==> config.mk <==
export PLATFORM = sky130hd
export DESIGN_NAME = qsample_fmt
export DESIGN_NICKNAME = d
export VERILOG_FILES = /design/src/rtl/qfmt_pkg.sv /design/src/rtl/qfmt_ctrl_sync.sv /design/src/rtl/qfmt_test_split.sv /design/src/rtl/qfmt_lane.sv /design/src/rtl/qsample_fmt.sv
export SDC_FILE = /design/constraint.sdc
export NUM_CORES = 1
export LEC_CHECK = 0
export BUFFER_PORTS_ARGS = -buffer_cell sky130_fd_sc_hd__buf_2
export CAP_MARGIN = 20
export CORE_MARGIN = 10
export CORE_UTILIZATION = 40
export CTS_CLUSTER_SIZE = 20
export DETAILED_ROUTE_END_ITERATION = 8
export PLACE_DENSITY = 0.64
export SYNTH_ARGS = -nofsm -noshare
export SYNTH_HDL_FRONTEND = slang
export SYNTH_SLANG_ARGS = --single-unit
==> constraint.sdc <==
create_clock -name clk -period 1.68 [get_ports clk]
set_input_delay 0.168 -clock clk [delete_from_list [all_inputs] [get_ports clk]]
set_output_delay 0.168 -clock clk [all_outputs]
set_load 0.1 [all_outputs]
==> src/rtl/qfmt_pkg.sv <==
`timescale 1ns/1ps
package qfmt_pkg;
  // Control inputs as captured one edge before use.
  typedef struct packed {
    logic load_n;  // serial load enable, active low
    logic par;     // 1 = parallel, 0 = serial
    logic twos;    // 1 = two's complement, 0 = offset binary
    logic test;    // phase bypass (parallel only)
  } ctrl_t;

  localparam ctrl_t CTRL_RST = '{load_n: 1'b1, par: 1'b1, twos: 1'b1, test: 1'b0};
endpackage

==> src/rtl/qfmt_ctrl_sync.sv <==
`timescale 1ns/1ps
module qfmt_ctrl_sync
  import qfmt_pkg::*;
(
  input  logic  clk,
  input  logic  rst_n,
  input  ctrl_t ctrl_d,
  output ctrl_t ctrl_q
);
  always_ff @(posedge clk or negedge rst_n) begin
    if (!rst_n) ctrl_q <= CTRL_RST;
    else        ctrl_q <= ctrl_d;
  end
endmodule

==> src/rtl/qfmt_test_split.sv <==
`timescale 1ns/1ps
module qfmt_test_split #(
  parameter int SAMPLE_W = 16,
  parameter int PHASE_W  = 28
) (
  input  logic [PHASE_W-1:0]  phase,
  output logic [SAMPLE_W-1:0] hi_word,
  output logic [SAMPLE_W-1:0] lo_word
);
  localparam int PAD_W = 2*SAMPLE_W - PHASE_W;  // must be >= 1

  logic [2*SAMPLE_W-1:0] phase_ext;
  assign phase_ext = {phase, {PAD_W{1'b0}}};
  assign hi_word   = phase_ext[2*SAMPLE_W-1:SAMPLE_W];
  assign lo_word   = phase_ext[SAMPLE_W-1:0];
endmodule

==> src/rtl/qfmt_lane.sv <==
`timescale 1ns/1ps
module qfmt_lane
  import qfmt_pkg::*;
#(
  parameter int W = 16
) (
  input  logic         clk,
  input  logic         rst_n,
  input  ctrl_t        ctrl_q,
  input  logic [W-1:0] sample,
  input  logic [W-1:0] test_word,
  input  logic         oe_n,
  output logic [W-1:0] bus,
  output logic         valid,
  output logic [W-1:0] msb_sr,
  output logic [W-1:0] lsb_sr
);
  function automatic logic [W-1:0] apply_fmt(input logic [W-1:0] w, input logic twos);
    return {w[W-1] ^ ~twos, w[W-2:0]};
  endfunction

  logic [W-1:0] par_word;
  logic [W-1:0] fmt_word;
  logic [W-1:0] word_sel;

  assign fmt_word = apply_fmt(sample, ctrl_q.twos);

  always_ff @(posedge clk or negedge rst_n) begin
    if (!rst_n) begin
      par_word <= '0;
      msb_sr   <= '0;
      lsb_sr   <= '0;
    end else if (ctrl_q.par) begin
      par_word <= ctrl_q.test ? test_word : fmt_word;
    end else if (!ctrl_q.load_n) begin
      msb_sr <= fmt_word;
      lsb_sr <= fmt_word;
    end else begin
      msb_sr <= {msb_sr[W-2:0], 1'b0};
      lsb_sr <= {lsb_sr[W-1], lsb_sr[W-1:1]};
    end
  end

  always_comb begin
    if (ctrl_q.par) word_sel = par_word;
    else            word_sel = {msb_sr[W-1], {(W-2){1'b0}}, lsb_sr[0]};
  end

  assign bus   = oe_n ? '0 : word_sel;
  assign valid = ~oe_n;
endmodule

==> src/rtl/qsample_fmt.sv <==
`timescale 1ns/1ps
module qsample_fmt
  import qfmt_pkg::*;
#(
  parameter int SAMPLE_W = 16,
  parameter int PHASE_W  = 28
) (
  input  logic                clk,
  input  logic                rst_n,
  input  logic [SAMPLE_W-1:0] sin_in,
  input  logic [SAMPLE_W-1:0] cos_in,
  input  logic [PHASE_W-1:0]  phase_in,
  input  logic                load_n,
  input  logic                par_mode,
  input  logic                twos_fmt,
  input  logic                test_en,
  input  logic                sin_oe_n,
  input  logic                cos_oe_n,
  output logic [SAMPLE_W-1:0] sin_out,
  output logic [SAMPLE_W-1:0] cos_out,
  output logic                sin_valid,
  output logic                cos_valid,
  output logic                strobe_n
);
  localparam int LANES = 2;  // 0 = sine, 1 = cosine

  ctrl_t ctrl_d, ctrl_q;
  assign ctrl_d = '{load_n: load_n, par: par_mode, twos: twos_fmt, test: test_en};

  qfmt_ctrl_sync u_ctrl (
    .clk    (clk),
    .rst_n  (rst_n),
    .ctrl_d (ctrl_d),
    .ctrl_q (ctrl_q)
  );

  logic [SAMPLE_W-1:0] test_hi, test_lo;
  qfmt_test_split #(.SAMPLE_W(SAMPLE_W), .PHASE_W(PHASE_W)) u_split (
    .phase   (phase_in),
    .hi_word (test_hi),
    .lo_word (test_lo)
  );

  // Named events for the checker.
  logic load_ev, shift_ev;
  assign load_ev  = ~ctrl_q.par & ~ctrl_q.load_n;
  assign shift_ev = ~ctrl_q.par &  ctrl_q.load_n;

  logic [SAMPLE_W-1:0] samp_a [LANES];
  logic [SAMPLE_W-1:0] test_a [LANES];
  logic                oe_a   [LANES];
  logic [SAMPLE_W-1:0] bus_a  [LANES];
  logic                vld_a  [LANES];
  logic [SAMPLE_W-1:0] msb_a  [LANES];
  logic [SAMPLE_W-1:0] lsb_a  [LANES];

  assign samp_a[0] = sin_in;
  assign samp_a[1] = cos_in;
  assign test_a[0] = test_hi;
  assign test_a[1] = test_lo;
  assign oe_a[0]   = sin_oe_n;
  assign oe_a[1]   = cos_oe_n;

  for (genvar g = 0; g < LANES; g++) begin : g_lane
    qfmt_lane #(.W(SAMPLE_W)) u_lane (
      .clk       (clk),
      .rst_n     (rst_n),
      .ctrl_q    (ctrl_q),
      .sample    (samp_a[g]),
      .test_word (test_a[g]),
      .oe_n      (oe_a[g]),
      .bus       (bus_a[g]),
      .valid     (vld_a[g]),
      .msb_sr    (msb_a[g]),
      .lsb_sr    (lsb_a[g])
    );
  end

  assign sin_out   = bus_a[0];
  assign cos_out   = bus_a[1];
  assign sin_valid = vld_a[0];
  assign cos_valid = vld_a[1];

  // Word-start strobe: low in the cycle following a serial load edge.
  always_ff @(posedge clk or negedge rst_n) begin
    if (!rst_n) strobe_n <= 1'b1;
    else        strobe_n <= ~load_ev;
  end
endmodule

==> metrics.md <==
| Metric | Value |
|---|---|
| Final count of pins violating max slew | 0 |
| First-pass GRT wire length | 19.8 mm |
| Slew HR | 63.5% |
| Reg2Reg Capture Point | g_lane[0].u_lane.msb_sr[15] |
| Gp weighted congestion | 0.784 |
| DR iter-0 viols | 197 |
| CP Capture Type | output pin |
| Residual DRC count | 0 |
| Clock Tree Buf Depth | 2 |
| Overall Global Routing Usage | 14.8% |
| Fillcell total | 977 |
| Yosys top cell area share | 51.6% |
| R2r startpoint | u_ctrl.ctrl_q[2] |
| R2R Setup Slk | 0.05 ns |
| Count leader, synth | dfrtp_1 |
| Leak | 2.90 nW |
| # clock sinks | 101 |
| Post-Synthesis Cell Area | 4710 um^2 |
| Port bufs | 102 |
| Clk_lat worst skew | 0.35 ns |
| Sequential area share after synthesis | 53.8% |
| Min-delay src | cos_in[3] |
| Number of library cell types mapped by synthesis | 22 |
| Post-synth ARST share | 100% |
| Fin cells | 746 |
| Routed Antenna Nets | 0 |
| Sequential cell area | 2540 um^2 |
| Core Region | 11,500 um^2 |
| Failing checks | negative setup slack |
| Register bit total from synthesis | 101 |
| Post-synthesis cell count | 497 |
| Hold-critical path endpoint | g_lane[1].u_lane.par_word[3] |
| Status | complete, but fails checks |
| Starting Density | 41.0% |
| Clk slew on worst S/H paths | 0.07 ns |
| Placement Rows | 39 |
| HPWL after DPL | 8.48 mm |
| Mapped Nets | 565 |
| Synth warn | 0 |
| Die width | 128 um |
| Multi-input logic area | 2040 um^2 |
| Clock root buffer | clkbuf_16 |
| VDD IR-drop max | 0.717 mV |
| Area growth syn-to-layout | 35.8% |
| Clk pwr share | 35.7% |
| RSZ-0062 raised after global routing | yes |
| Max Fclk | 550 MHz |
| Sw frac | 29.0% |
| Post-synth top cells | 97 x dfrtp_1, 84 x a21oi_1, 66 x nand2_1 |
| Number of synthesized flops with an enable pin | 0 |
| H-tree levels | 3 |
| Max-cap violations | 0 |
| R2r worst-path depth | 7 |
| Slew of the pin with the lowest slew margin | 0.548 ns |
| Synth Flop Type | dfrtp_1 |
| Post-route setup slack | -0.137 ns |
| Largest cells by area after synthesis | dfrtp_1 52%, a21oi_1 8.9%, mux2i_1 6.8% |
| Worst Hold Class | input pin to register |
| Vias/cell | 5.05 |
| CTS Buf Count | 9 |
| Per-cell routed wire length | 16.4 um |
| Via count | 3,770 |
| Post-layout min period | 1.82 ns |
| Maximum fanout along the worst path | 8 |
| I/O Pins | 103 |
| Post-Syn Area per Cell | 9.47 um^2 |
| WS Path Type | register to output pin |
| Pin count of the biggest net entering global routing | 102 |
| Final WL | 12.3 mm |
| Vias in the first global route | 3,949 |
| CP Data Required Time | 1.51 ns |
| Internal power | 4.73 mW |
| Inst Count DP | 715 |
| CTS tree | done |
| Final worst-path cycle share | 108% |
| Net switching power | 1.93 mW |
| Startpoint Class | register |
| Hold Vio Cnt, Final | 0 |
| Comb pwr share | 21.1% |
| DRT Pass-1 Iters | 4 |
| Crit path DAT | 1.65 ns |
| Power Density | 1040 nW/um^2 |
| Fin area | 6390 um^2 |
| Layout cells sized above 1 | 29.2% |
| Die ar. | 16,500 um^2 |
| Final #Nets | 665 |
| Number of antenna violations at the first check in global routing | 0 |
| Die Y | 128 um |
| Worst clock skew | 0.00843 ns |
| Largest area contributor in the netlist | dfrtp_1 |
| Final Setup Violations | 32 |
| Total gr overflow | 0 |
| Hold path depth | 3 |
| Flop pwr share | 43.2% |
| Area post-placement | 5820 um^2 |
-- worst max path at each step --
| stage | start | end | slack [ns] | cells after the start |
|---|---|---|---|---|
| final | u_ctrl.ctrl_q[2] | cos_out[15] | -0.14 | 4 |
| after global routing | u_ctrl.ctrl_q[2] | cos_out[7] | -0.17 | 3 |
| after CTS | u_ctrl.ctrl_q[2] | cos_out[10] | -0.15 | 3 |
| after detailed placement | u_ctrl.ctrl_q[2] | g_lane[1].u_lane.msb_sr[12] | 0.12 | 2 |
| after global placement | u_ctrl.ctrl_q[2] | sin_out[8] | 0.20 | 3 |
| after floorplan | u_ctrl.ctrl_q[2] | cos_out[0] | -0.22 | 4 |
-- layout make-up --
type,instances,share of cell area [%]
clock inverter,7,1.88
multi-input combinational,354,31.9
tap,143,2.80
timing repair buffer,124,19.8
clock buffer,9,3.52
antenna,1,0.0391
sequential,101,39.7
inverter,7,0.411
-- power groups by stage --
stage | clock network [mW] | logic [mW] | registers [mW]
3_5_place_dp | 0 | 1.34 | 2.90
6_report | 2.38 | 1.40 | 2.87
4_1_cts | 2.43 | 1.38 | 2.87
3_3_place_gp | 0 | 1.31 | 2.89
2_1_floorplan | 0 | 0.880 | 2.86
5_1_grt | 2.53 | 1.52 | 2.90
-- layer usage --
| metal | vias up | track usage (%) | routed length, um |
|---|---|---|---|
| met5 | - | 0 | 0 |
| met4 | 0 | 4.70 | 210 |
| met3 | 14 | 6.20 | 1010 |
| met2 | 103 | 25.0 | 5980 |
| met1 | 1779 | 16.7 | 5070 |
| li1 | 1874 | - | - |
-- cells in the final DEF (no fill, tap or decap) --
master         instances
and2b_4                4
clkinv_2               1
bufinv_16              3
and2b_1                1
a21boi_0               2
dlygate4sd3_1          5
nor2_1                29
buf_8                  1
clkbuf_16             10
inv_1                  7
mux2i_1               31
clkinvlp_4             1
dfrtp_1               97
xnor2_1                2
dfstp_2                3
nor2_2                 1
buf_6                  2
inv_6                  2
nor2b_1               28
nand2_1               66
diode_2                1
buf_12                37
dfstp_4                1
a21oi_1               84
a22oi_1                2
o21ai_0               63
o21ai_1                3
mux2i_4                1
and2_4                28
nand2b_1               2
buf_4                  9
nand3b_1               4
buf_2                 69
nor2_4                 3
-- what timing repair did --
action | CTS | global route
gates resized for setup | 21 | 22
cloned | 2 | 1
setup buffers | 4 | 2
setup endpoints to repair | 32 | 78
hold endpoints to repair | 101 | 0
pin swaps | 11 | 17
hold buffers | 5 | 0
-- flip-flops by register name, summed over array words and instances, names as in the netlist --
register                flops
strobe_n                    1
g_lane.u_lane.msb_sr       32
g_lane.u_lane.lsb_sr       32
u_ctrl.ctrl_q               4
g_lane.u_lane.par_word     32
-- cell families after synthesis --
| group | Yosys count | share of synthesized area (%) |
|---|---|---|
| AND/OR/NAND/NOR | 164 | 16.8 |
| AO/OA/AOI/OAI | 154 | 16.6 |
| flip-flops | 101 | 53.8 |
| buffers and inverters | 44 | 5.61 |
| multiplexers | 32 | 6.80 |
| XOR/XNOR | 2 | 0.372 |
-- worst max-delay path, cell delays in order (launching register included) --
cell and delay, ns:
dfstp_4 0.70, buf_6 0.14, mux2i_4 0.24, nor2_4 0.06
buf_12 0.16
-- per-stage QoR --
step / hold WS [ns] / TNS, ns / total power [mW] / setup slack, ns / util (%)
after global routing: 0.132 / -4.66 / 6.95 / -0.167 / 55.7
final: 0.100 / -3.49 / 6.66 / -0.137 / 55.8
after CTS: 0.0975 / -4.25 / 6.68 / -0.147 / 55.0
after floorplan: -0.128 / -0.218 / 3.74 / -0.218 / -
after global placement: 0.267 / 0 / 4.20 / 0.201 / 50.7
after detailed placement: 0.274 / 0 / 4.24 / 0.121 / 50.7
Power figures use the tool's default switching activity.
